<file path="src/rtl/nvm_pkg.sv">
package nvm_pkg;

    typedef enum logic [1:0] {
        ST_IDLE  = 2'd0,
        ST_READ  = 2'd1,
        ST_PROG  = 2'd2,
        ST_ERASE = 2'd3
    } seq_state_t;

    typedef enum logic [1:0] {
        OP_READ  = 2'd0,
        OP_WRITE = 2'd1,
        OP_ERASE = 2'd2
    } mem_op_t;

    typedef enum logic [1:0] {
        TGT_EEPROM = 2'd0,
        TGT_FLASH  = 2'd1,
        TGT_CONFIG = 2'd2
    } mem_tgt_t;

    localparam int CW_W  = 8;
    localparam int B_PGM = 7;
    localparam int B_CFG = 6;
    localparam int B_NIL = 5;
    localparam int B_ERS = 4;
    localparam int B_ERR = 3;
    localparam int B_WEN = 2;
    localparam int B_WR  = 1;
    localparam int B_RD  = 0;

endpackage

</file>
<file path="src/rtl/nvm_seq.sv">
module nvm_seq
    import nvm_pkg::*;
(
    input  logic            clk,
    input  logic            rst,
    input  logic            reg_we,
    input  logic [CW_W-1:0] reg_wdata,
    input  logic            wen_q,
    input  logic            mem_done,
    output seq_state_t      state_o,
    output logic            start_o,
    output logic            fin_erase_o,
    output logic            done_o
);

    seq_state_t state_q, state_d;
    logic       done_d;
    logic       wr_accept, rd_accept;

    // write has priority over a read requested in the same word
    assign wr_accept = reg_we && reg_wdata[B_WR] && wen_q;
    assign rd_accept = reg_we && reg_wdata[B_RD] && !reg_wdata[B_PGM];

    always_ff @(posedge clk) begin
        if (rst) begin
            state_q <= ST_IDLE;
            done_o  <= 1'b0;
        end else begin
            state_q <= state_d;
            done_o  <= done_d;
        end
    end

    always_comb begin
        state_d     = state_q;
        done_d      = 1'b0;
        start_o     = 1'b0;
        fin_erase_o = 1'b0;
        unique case (state_q)
            ST_IDLE: begin
                if (wr_accept) begin
                    state_d = reg_wdata[B_ERS] ? ST_ERASE : ST_PROG;
                    start_o = 1'b1;
                end else if (rd_accept) begin
                    state_d = ST_READ;
                    start_o = 1'b1;
                end
            end
            ST_READ: begin
                state_d = ST_IDLE;
                done_d  = 1'b1;
            end
            ST_PROG: begin
                if (mem_done) begin
                    state_d = ST_IDLE;
                    done_d  = 1'b1;
                end
            end
            ST_ERASE: begin
                if (mem_done) begin
                    state_d     = ST_IDLE;
                    done_d      = 1'b1;
                    fin_erase_o = 1'b1;
                end
            end
        endcase
    end

    assign state_o = state_q;

endmodule

</file>
<file path="src/rtl/nvm_csr.sv">
module nvm_csr
    import nvm_pkg::*;
(
    input  logic            clk,
    input  logic            rst,
    input  logic            reg_we,
    input  logic [CW_W-1:0] reg_wdata,
    input  seq_state_t      state_i,
    input  logic            fin_erase_i,
    output logic            pgm_q,
    output logic            cfg_q,
    output logic            ers_q,
    output logic            wen_q,
    output logic [CW_W-1:0] reg_rdata
);

    logic idle, wr_busy, rd_busy, err_q;

    assign idle    = (state_i == ST_IDLE);
    assign rd_busy = (state_i == ST_READ);
    assign wr_busy = (state_i == ST_PROG) || (state_i == ST_ERASE);

    // select bits: no reset, frozen while any operation runs
    always_ff @(posedge clk) begin
        if (!rst && reg_we && idle) begin
            pgm_q <= reg_wdata[B_PGM];
            cfg_q <= reg_wdata[B_CFG];
        end
    end

    // error flag: set by a reset that cuts a write short, else software owned
    always_ff @(posedge clk) begin
        if (rst) begin
            if (wr_busy) err_q <= 1'b1;
        end else if (reg_we) begin
            err_q <= reg_wdata[B_ERR];
        end
    end

    always_ff @(posedge clk) begin
        if (rst)         wen_q <= 1'b0;
        else if (reg_we) wen_q <= reg_wdata[B_WEN];
    end

    always_ff @(posedge clk) begin
        if (rst)                ers_q <= 1'b0;
        else if (fin_erase_i)   ers_q <= 1'b0;
        else if (reg_we && idle) ers_q <= reg_wdata[B_ERS];
    end

    always_comb begin
        reg_rdata        = '0;
        reg_rdata[B_PGM] = pgm_q;
        reg_rdata[B_CFG] = cfg_q;
        reg_rdata[B_NIL] = 1'b0;
        reg_rdata[B_ERS] = ers_q;
        reg_rdata[B_ERR] = err_q;
        reg_rdata[B_WEN] = wen_q;
        reg_rdata[B_WR]  = wr_busy;
        reg_rdata[B_RD]  = rd_busy;
    end

endmodule

</file>
<file path="src/rtl/nvm_req.sv">
module nvm_req
    import nvm_pkg::*;
#(
    parameter int ADDR_W   = 16,
    parameter int ROW_BITS = 6
) (
    input  logic              clk,
    input  logic              start_i,
    input  logic [ADDR_W-1:0] ptr_addr,
    input  seq_state_t        state_i,
    input  logic              pgm_i,
    input  logic              cfg_i,
    output logic              mem_req,
    output logic [1:0]        mem_op,
    output logic [1:0]        mem_tgt,
    output logic [ADDR_W-1:0] mem_addr
);

    logic [ADDR_W-1:0] addr_q;
    logic [ADDR_W-1:0] row_addr;
    mem_op_t           op;
    mem_tgt_t          tgt;

    always_ff @(posedge clk) begin
        if (start_i) addr_q <= ptr_addr;
    end

    generate
        if (ROW_BITS > 0) begin : g_row_mask
            localparam logic [ADDR_W-1:0] ROW_MASK = {{(ADDR_W-ROW_BITS){1'b1}}, {ROW_BITS{1'b0}}};
            assign row_addr = addr_q & ROW_MASK;
        end else begin : g_no_mask
            assign row_addr = addr_q;
        end
    endgenerate

    always_comb begin
        unique case (state_i)
            ST_IDLE:  op = OP_READ;
            ST_READ:  op = OP_READ;
            ST_PROG:  op = OP_WRITE;
            ST_ERASE: op = OP_ERASE;
        endcase
    end

    always_comb begin
        if (cfg_i)      tgt = TGT_CONFIG;
        else if (pgm_i) tgt = TGT_FLASH;
        else            tgt = TGT_EEPROM;
    end

    assign mem_req  = (state_i != ST_IDLE);
    assign mem_op   = op;
    assign mem_tgt  = tgt;
    assign mem_addr = (state_i == ST_ERASE) ? row_addr : addr_q;

endmodule

</file>
<file path="src/rtl/nvm_ctl.sv">
module nvm_ctl
    import nvm_pkg::*;
#(
    parameter int ADDR_W   = 16,
    parameter int ROW_BITS = 6
) (
    input  logic              clk,
    input  logic              rst,
    input  logic              reg_we,
    input  logic [7:0]        reg_wdata,
    output logic [7:0]        reg_rdata,
    input  logic [ADDR_W-1:0] ptr_addr,
    output logic              mem_req,
    output logic [1:0]        mem_op,
    output logic [1:0]        mem_tgt,
    output logic [ADDR_W-1:0] mem_addr,
    input  logic              mem_done,
    output logic              op_done
);

    seq_state_t state;
    logic       start, fin_erase;
    logic       pgm_q, cfg_q, ers_q, wen_q;

    nvm_seq u_seq (
        .clk         (clk),
        .rst         (rst),
        .reg_we      (reg_we),
        .reg_wdata   (reg_wdata),
        .wen_q       (wen_q),
        .mem_done    (mem_done),
        .state_o     (state),
        .start_o     (start),
        .fin_erase_o (fin_erase),
        .done_o      (op_done)
    );

    nvm_csr u_csr (
        .clk         (clk),
        .rst         (rst),
        .reg_we      (reg_we),
        .reg_wdata   (reg_wdata),
        .state_i     (state),
        .fin_erase_i (fin_erase),
        .pgm_q       (pgm_q),
        .cfg_q       (cfg_q),
        .ers_q       (ers_q),
        .wen_q       (wen_q),
        .reg_rdata   (reg_rdata)
    );

    nvm_req #(
        .ADDR_W   (ADDR_W),
        .ROW_BITS (ROW_BITS)
    ) u_req (
        .clk      (clk),
        .start_i  (start),
        .ptr_addr (ptr_addr),
        .state_i  (state),
        .pgm_i    (pgm_q),
        .cfg_i    (cfg_q),
        .mem_req  (mem_req),
        .mem_op   (mem_op),
        .mem_tgt  (mem_tgt),
        .mem_addr (mem_addr)
    );

endmodule

</file>
<file path="config.mk">
export PLATFORM = sky130hd
export DESIGN_NAME = nvm_ctl
export DESIGN_NICKNAME = d
export VERILOG_FILES = /design/src/rtl/nvm_pkg.sv /design/src/rtl/nvm_seq.sv /design/src/rtl/nvm_csr.sv /design/src/rtl/nvm_req.sv /design/src/rtl/nvm_ctl.sv
export SDC_FILE = /design/constraint.sdc
export NUM_CORES = 1
export LEC_CHECK = 0
export CAP_MARGIN = 20
export CORE_MARGIN = 2
export CORE_UTILIZATION = 40
export DETAILED_ROUTE_END_ITERATION = 12
export PLACE_DENSITY_LB_ADDON = 0.3
export SLEW_MARGIN = 15
export SYNTH_ARGS = -nofsm -noshare
export SYNTH_HDL_FRONTEND = slang
export SYNTH_SLANG_ARGS = --single-unit
</file>
<file path="constraint.sdc">
create_clock -name clk -period 4.1 [get_ports clk]
set_input_delay 1.23 -clock clk [delete_from_list [all_inputs] [get_ports clk]]
set_output_delay 1.23 -clock clk [all_outputs]
set_load 0.01 [all_outputs]
</file>
==> results of run 1 <==
==> sequential cells by signal, indices dropped and copies added, names as in the netlist <==
signal         count
u_csr.err_q        1
u_req.addr_q      16
u_csr.pgm_q        1
u_csr.cfg_q        1
u_seq.done_o       1
u_csr.wen_q        1
u_seq.state_o      2
u_csr.ers_q        1
==> routing by layer <==
| metal | wire length [um] | GRT usage, % | vias up |
|---|---|---|---|
| met3 | 174 | 6.99 | 2 |
| li1 | - | - | 336 |
| met1 | 635 | 14.1 | 313 |
| met5 | 0 | 0 | - |
| met4 | 14 | 3.66 | 0 |
| met2 | 953 | 22.6 | 31 |
==> worst max-delay path by stage <==
stage,from,endpoint,slack [ns],depth (start not counted)
2_1_floorplan,reg_we,u_req.addr_q[0]$_DFFE_PP_,1.38,3
3_3_place_gp,reg_we,u_req.addr_q[3]$_DFFE_PP_,1.36,5
3_5_place_dp,reg_we,u_req.addr_q[6]$_DFFE_PP_,1.34,5
4_1_cts,u_seq.state_o[1]$_SDFFE_PP0P_,mem_addr[3],1.13,3
5_1_grt,u_seq.state_o[1]$_SDFFE_PP0P_,mem_addr[3],0.98,3
6_report,u_seq.state_o[1]$_SDFFE_PP0P_,mem_addr[4],1.16,3
==> cell usage in the layout (no fill, tap or decap) <==
cell	count
clkbuf_8	1
nor2b_1	2
a31o_1	1
nor3_1	1
nand2b_1	2
edfxtp_1	19
o21ai_0	1
a211oi_2	1
and2b_1	1
or2_1	2
conb_1	1
nand3_1	1
dfxtp_1	5
buf_4	1
clkbuf_4	3
clkdlybuf4s50_1	55
a21oi_1	3
nand2_1	4
nor3b_2	1
and2_1	6
nor2_1	3
mux2i_1	2
o311a_1	1
or2_2	1
inv_1	3
==> critical path, delay by kind of cell, from the launching register on <==
| family | cells | cell delay (ns) |
|---|---|---|
| buffers and inverters | 1 | 0.48 |
| AND/OR/NAND/NOR | 2 | 0.43 |
| flip-flops | 1 | 0.51 |
==> cell families after synthesis <==
family / after synthesis / share of synthesized area, %
flip-flops: 24 / 64.2
buffers and inverters: 24 / 15.4
AO/OA/AOI/OAI: 7 / 4.91
AND/OR/NAND/NOR: 24 / 13.2
multiplexers: 2 / 1.92
other: 1 / 0.359
==> power by group <==
part	leakage (nW)	switching [W]	total [W]	internal, W
Sequential	0.216	0.00000377	0.000277	0.000274
Combinational	0.324	0.0000240	0.0000698	0.0000459
Clock	0.0210	0.0000649	0.000119	0.0000542
Total	0.561	0.0000927	0.000466	0.000374
==> through the flow <==
stage,total power [W],hold WS [ns],cells
3_5_place_dp,0.000353,0.505,147
5_1_grt,0.000488,0.558,151
6_report,0.000466,0.522,151
2_1_floorplan,0.000313,0.474,82
3_3_place_gp,0.000352,0.501,147
4_1_cts,0.000471,0.528,151
==> final cells by class <==
cell class                 instances  area [um2]  share of cell area (%)
inverter                           3        11.3                   0.738
sequential                        24         671                    43.9
tap                               30        37.5                    2.46
timing repair buffer              56         558                    36.6
clock buffer                       4        36.3                    2.38
multi-input combinational         34         213                    13.9
==> metrics, run 1 <==
Site Rows 18; main flop type after synthesis edfxtp_1; Tmin final 2.94 ns; worst hold endpoint u_seq.state_o[1]$_SDFFE_PP0P_; DP HPWL 1400 um; synthesized instance count 82; Worst R2R Start u_seq.state_o[1]$_SDFFE_PP0P_; DRC Markers 0; crit path max-delay cell type dfxtp_1; Antenna Nets Post-Route 0; Initial Utilization 42.2%; GRT Total Usage 13.2%; leading area contributor after synthesis edfxtp_1; Setup Viol. Count Final 0; Clock Path Buffers 2; Pre-Repair DR Iteration Count 4; clk root buf clkbuf_4; antenna cells 0; global-route wire length before repair 2720 um; # fillers 212; WP data required 2.87 ns; syn_nets 110; Fin. Hold Viols 0; Power per Cell Area 305 nW/um2; Clock Skews 0.00695 ns; hold depth 2; Post-synth EDFFs 19; Hold Path Class reg -> reg; number of global-route vias before repair 658; Die H 55.1 um; leak pwr 0.561 nW; Final Max Slew Viols 0; r2r endpoint u_req.addr_q[15]$_DFFE_PP_; CP peak stage delay 0.51 ns; Peak Freq 340 MHz; RSZ-0062 raised after global routing no; r2r setup slk 2.54 ns; Synth Cell Area 1040 um2; vias 682; top cell type's share of synthesized area 54.6%; status completed; Placeable Area 2480 um2; dpl ws 1.34 ns; CTS tree done; H-tree levels 1; area growth from synthesis to layout 46.1%; placed cell areas 1490 um2; R2R cell count 4; CP Launch Type flop; # hold bufs at CTS 0; sequential area share after synthesis 64.2%; final WL 1780 um; WS Path Type reg -> out; Clk Latency, worst-skew pair 0.31 ns; IO Pins 58; largest net degree at the start of global routing 17; die width 55.1 um; Final Cycle Share 71.8%; gpl congestion 0.782; Via density 4.52; Total Neg Setup Slack 0 ns; Async SR Flop Fraction 0%; final instance area 1530 um2; clk slew on worst S/H paths 0.11 ns; routed length per instance 11.8 um; clk sinks 24; die area 3040 um2; Area contributors post-synth edfxtp_1 55%, buf_4 14%, dfxtp_1 9.6%; Hold Startpoint u_csr.wen_q$_SDFFE_PP0P_; Peak supply drop 0.000271 V; crit path capture type primary output; Final WS setup 1.16 ns; synth warn 0; postcts setup bufs 0; Util after Layout 61.6%; Inserted Clock Buffers 3; post-cts resize count 0; DRT iter0 DRCs 3; number of buffers added on ports 55; share of cells above drive strength 1 6.61%; synth cell count leaders 19 x buf_4, 19 x edfxtp_1, 6 x and2_1; syn_area_per_cell 12.7 um2; grt ovf 0; antenna violations before repair 0; Distinct cells, synth 23; nets 150; Worst Path Arrival 1.71 ns; Max-cap violations 0; Worst Path Max Fanout 9; flops & latches, synth 24; CP cell instances nand2_1 -> and2_1 -> clkdlybuf4s50_1
(Power assumes the default switching activity.)
==> run 2, diff against run 1 <==
--- a/config.mk
+++ b/config.mk
@@ -7,7 +7,7 @@
 export LEC_CHECK = 0
 export CAP_MARGIN = 20
 export CORE_MARGIN = 2
-export CORE_UTILIZATION = 40
+export CORE_UTILIZATION = 34
 export DETAILED_ROUTE_END_ITERATION = 12
 export PLACE_DENSITY_LB_ADDON = 0.3
 export SLEW_MARGIN = 15
==> constraint.sdc (replaced) <==
create_clock -name clk -period 2.5 [get_ports clk]
set_input_delay 0.75 -clock clk [delete_from_list [all_inputs] [get_ports clk]]
set_output_delay 0.75 -clock clk [all_outputs]
set_load 0.01 [all_outputs]
==> metrics, run 2 (synthesis results as in run 1) <==
status completed; Setup Viol. Count Final 0 (unchanged); placed insts 150 (+2.0%); global-route wire length before repair 2670 um (-1.8%); Clk Latency, worst-skew pair 0.30 ns (about the same); most common cell after layout, fill and taps aside clkdlybuf4s50_1; gpl congestion 0.730 (-6.6%); Via density 4.42 (-2.2%); leak pwr 0.562 nW (+0.26%); postcts setup bufs 0 (unchanged); WS Path Type reg -> out; nets 150 (unchanged); max reg flops 16 (unchanged); crit path max-delay cell type clkdlybuf4s50_1; Tmin final 2.30 ns; Power per Cell Area 496 nW/um2 (+62%); Fin. Hold Viols 0 (unchanged); Peak Freq 435 MHz; CP top delay family buffers and inverters; largest net degree at the start of global routing 17 (unchanged); DP HPWL 1440 um (+2.7%); routed length per instance 11.6 um (-1.6%); DRC Markers 0 (unchanged); RSZ-0062 raised after global routing no; antenna cells 0 (unchanged); Max-cap violations 0 (unchanged); number of buffers added on ports 55 (unchanged); Final Max Slew Viols 0 (unchanged); most frequent cells in the layout 55 x clkdlybuf4s50_1, 19 x edfxtp_1, 6 x and2_1, 4 x dfxtp_1; Total Neg Setup Slack 0 ns (unchanged); Placeable Area 2980 um2 (+20%); Top reg by flops u_req.addr_q; die width 59.4 um (+7.8%); H-tree levels 1 (unchanged); Hold Path Class reg -> reg; Pre-Repair DR Iteration Count 4 (unchanged); Antenna Nets Post-Route 0 (unchanged); Initial Utilization 35.1% (-7.1 points); # fillers 273 (+29%); final WL 1780 um (+0.34%); area growth from synthesis to layout 46.8%; Site Rows 20 (+2); CTS tree done; CP peak stage delay 0.47 ns (-0.04 ns); Die H 59.4 um (+7.8%); Clock Path Buffers 2 (unchanged); vias 680 (-0.29%); CP cell instances nand2_2 -> and2_1 -> clkdlybuf4s50_1; final cell count without fillers 154 (+2.0%); grt ovf 0 (unchanged); die area 3530 um2 (+16%); crit path capture type primary output; Inserted Clock Buffers 3 (unchanged); IO Pins 58 (unchanged); WP data required 1.75 ns (-1.12 ns); GRT Total Usage 10.4% (-2.7 points); CP Launch Type flop; number of global-route vias before repair 603 (-8.4%); Final Cycle Share 92.1%; Worst Path Arrival 1.55 ns (-0.16 ns); clk sinks 24 (unchanged); Clock Skews 0.00499 ns (-0.00196 ns); antenna violations before repair 0 (unchanged); Peak supply drop 0.000370 V (+37%); clk root buf clkbuf_4; share of cells above drive strength 1 8.26% (+1.7 points); DRT iter0 DRCs 13 (+10); Worst Path Max Fanout 8 (-1); clk slew on worst S/H paths 0.12 ns (about the same); crit path buf inv count 1 (unchanged)
[run 2: changes by cell type in the layout (fill, tap and decap cells not counted)]
cell	change
dfxtp_1	-1
dfxtp_2	+1
nand2_1	-1
nand2_2	+1
[run 2: where the power goes]
part           internal [W]  switching [W]
Combinational     0.0000752      0.0000392
Sequential         0.000449     0.00000628
Clock             0.0000888       0.000102
Total              0.000613       0.000148
[run 2: timing repair]
item                       4_1_cts  5_1_grt
resized for setup                0        2
hold endpoints to repair         0        0
hold buffers                     0        0
setup endpoints to repair        0        7
[run 2: area by class of cell]
class,count,area [um2],share of cell area [%]
inverters,3,11.3,0.734
repair buffers,56,558,36.4
clock buffers,4,36.3,2.37
flip-flops and latches,24,672,43.8
multi-input cells,34,215,14.0
well taps,33,41.3,2.69
[run 2: worst min-delay path, stage by stage, from the launching register on]
cell and delay, ns:
dfxtp_1 0.36, nand3_1 0.07, a21oi_1 0.06
[run 2: stage by stage]
stage	util [%]	setup WS [ns]	power, W	instance area (um2)	hold slack, ns
after floorplan	-	0.259	0.000514	1040	0.474
after global placement	50.2	0.225	0.000577	1490	0.496
after detailed placement	50.2	0.222	0.000580	1490	0.504
after CTS	51.4	0.0141	0.000777	1530	0.523
after global routing	51.5	0.0731	0.000807	1530	0.535
final	51.5	0.199	0.000760	1530	0.515
[run 2: final timing paths]
kind / from / endpoint / slack [ns] / cells after the start
min reg2reg: u_csr.wen_q$_SDFFE_PP0P_ / u_seq.state_o[1]$_SDFFE_PP0P_ / 0.51 / 2
min: u_csr.wen_q$_SDFFE_PP0P_ / u_seq.state_o[1]$_SDFFE_PP0P_ / 0.51 / 2
max: u_seq.state_o[0]$_SDFFE_PP0P_ / mem_addr[4] / 0.20 / 3
max reg2reg: u_seq.state_o[1]$_SDFFE_PP0P_ / u_req.addr_q[7]$_DFFE_PP_ / 0.99 / 4
[run 2: routing by layer]
layer  vias to the layer above  track usage [%]  share of wire [%]  routed length (um)
met5                         -                0                  0                   0
met4                         0             3.90                1.3                  24
met3                         2             3.28                5.3                  94
met2                        28             18.1                 54                 964
met1                       311             12.0                 39                 699
li1                        339                -                  -                   -
==> run 3, diff against run 2 <==
--- a/config.mk
+++ b/config.mk
@@ -6,8 +6,10 @@
 export NUM_CORES = 1
 export LEC_CHECK = 0
 export CAP_MARGIN = 20
+export CELL_PAD_IN_SITES_DETAIL_PLACEMENT = 0
+export CELL_PAD_IN_SITES_GLOBAL_PLACEMENT = 2
 export CORE_MARGIN = 2
-export CORE_UTILIZATION = 34
+export CORE_UTILIZATION = 20
 export DETAILED_ROUTE_END_ITERATION = 12
 export PLACE_DENSITY_LB_ADDON = 0.3
 export SLEW_MARGIN = 15
==> metrics, run 3 (synthesis results as in run 1) <==
post-cts resize count 0 (unchanged); CP peak stage delay 0.48 ns (about the same); Worst Path Max Fanout 8 (unchanged); global-route wire length before repair 3500 um (+31%); Hold Path Class reg -> reg; H-tree levels 1 (unchanged); clk sinks 24 (unchanged); RSZ-0062 raised after global routing no; Peak supply drop 0.000191 V (-48%); number of buffers added on ports 55 (unchanged); crit path capture type primary output; DP HPWL 1600 um (+11%); Die H 76.3 um (+28%); most common cell after layout, fill and taps aside clkdlybuf4s50_1; Site Rows 26 (+30%); final WL 2080 um (+17%); max reg flops 16 (unchanged); crit path max-delay cell type clkdlybuf4s50_1; most frequent cells in the layout 55 x clkdlybuf4s50_1, 19 x edfxtp_1, 6 x and2_1, 5 x dfxtp_1, 4 x nand2_1; Inserted Clock Buffers 3 (unchanged); Total Neg Setup Slack 0 ns (unchanged); status completed; area growth from synthesis to layout 54.0%; WP data required 1.75 ns (about the same); Max-cap violations 0 (unchanged); Antenna Nets Post-Route 0 (unchanged); dpl ws 0.249 ns (+0.0276 ns); antenna violations before repair 0 (unchanged); DRT iter0 DRCs 49 (+36); grt ovf 0 (unchanged); leak pwr 0.571 nW (+1.7%); Initial Utilization 20.6% (-14 points); clk slew on worst S/H paths 0.09 ns (-0.03 ns); die area 5820 um2 (+65%); Power per Cell Area 501 nW/um2 (+1.2%); Worst Path Arrival 1.57 ns (+0.02 ns); routed length per instance 10.9 um (-6.3%); Clock Path Buffers 2 (unchanged); largest net degree at the start of global routing 17 (unchanged); gpl congestion 0.676 (-7.5%); Top reg by flops u_req.addr_q; number of global-route vias before repair 734 (+22%); postcts setup bufs 0 (unchanged); Fin. Hold Viols 0 (unchanged); clk root buf clkbuf_8; Pre-Repair DR Iteration Count 4 (unchanged); CP cell instances nand2_1 -> and2_1 -> clkdlybuf4s50_1; Final WS setup 0.177 ns (-0.0220 ns); Peak Freq 430 MHz (-0.95%); WS Path Type reg -> out; IO Pins 58 (unchanged); vias 686 (+0.88%); Hold WS 0.540 ns (+0.0253 ns); Final Max Slew Viols 0 (unchanged); CTS tree done; # hold bufs at CTS 0 (unchanged); Placeable Area 5070 um2 (+70%); DRC Markers 0 (unchanged); antenna cells 0 (unchanged); Clk Latency, worst-skew pair 0.26 ns (-0.04 ns); nets 151 (+0.67%); Util after Layout 31.7% (-20 points); share of cells above drive strength 1 7.38% (-0.89 points); Clock Skews 0.00237 ns (-0.00262 ns); die width 76.3 um (+28%); Via density 3.57 (-19%); Setup Viol. Count Final 0 (unchanged); CP Launch Type flop; GRT Total Usage 7.61% (-2.8 points); Final Cycle Share 92.9% (+0.88 points); Tmin final 2.32 ns (+0.0220 ns)
## run 3: cell count changes in the layout (fill, tap and decap cells not counted), sizes merged
cell,change
clkinv,+1
clkbuf,-1
buf,+1
## run 3: per-stage QoR
stage          power (W)  std cells  area, um2
6_report        0.000807        192       1610
5_1_grt         0.000857        192       1610
4_1_cts         0.000827        192       1610
3_5_place_dp    0.000585        188       1560
3_3_place_gp    0.000583        188       1560
2_1_floorplan   0.000514         82       1040
## run 3: final timing paths
kind | startpoint | end | slack, ns | cells after the start
setup / recovery | u_seq.state_o[0]$_SDFFE_PP0P_ | mem_addr[2] | 0.18 | 3
hold / removal | u_csr.wen_q$_SDFFE_PP0P_ | u_seq.state_o[1]$_SDFFE_PP0P_ | 0.54 | 2
setup reg to reg | u_seq.state_o[1]$_SDFFE_PP0P_ | u_req.addr_q[15]$_DFFE_PP_ | 0.93 | 5
hold reg to reg | u_csr.wen_q$_SDFFE_PP0P_ | u_seq.state_o[1]$_SDFFE_PP0P_ | 0.54 | 2
## run 3: worst max-delay path: cells and delay by family (launching register included)
| family | cells | cell delay [ns] |
|---|---|---|
| buffers and inverters | 1 | 0.48 |
| flip-flops | 1 | 0.43 |
| AND/OR/NAND/NOR | 2 | 0.39 |
## run 3: where the power goes
group	switching, W	leakage [nW]	internal (W)	total (W)
Sequential	0.00000543	0.216	0.000448	0.000454
Combinational	0.0000416	0.332	0.0000781	0.000120
Clock	0.000123	0.0231	0.000110	0.000233
Total	0.000170	0.571	0.000636	0.000807
## run 3: routing by layer
layer	GRT usage [%]	vias up	wire [um]	part of all wire, %
met4	4.36	0	47	2.3
met5	0	-	0	0
met3	1.42	4	108	5.2
li1	-	337	-	-
met2	12.4	33	945	45
met1	9.43	312	982	47
## run 3: area by class of cell
cell class | count | area (um2)
Timing Repair Buffer | 57 | 578
Fill cell | 529 | 3470
Multi-Input combinational cell | 34 | 216
Inverter | 3 | 11.3
Tap cell | 70 | 87.6
Sequential cell | 24 | 671
Clock buffer | 3 | 41.3
Clock inverter | 1 | 3.75
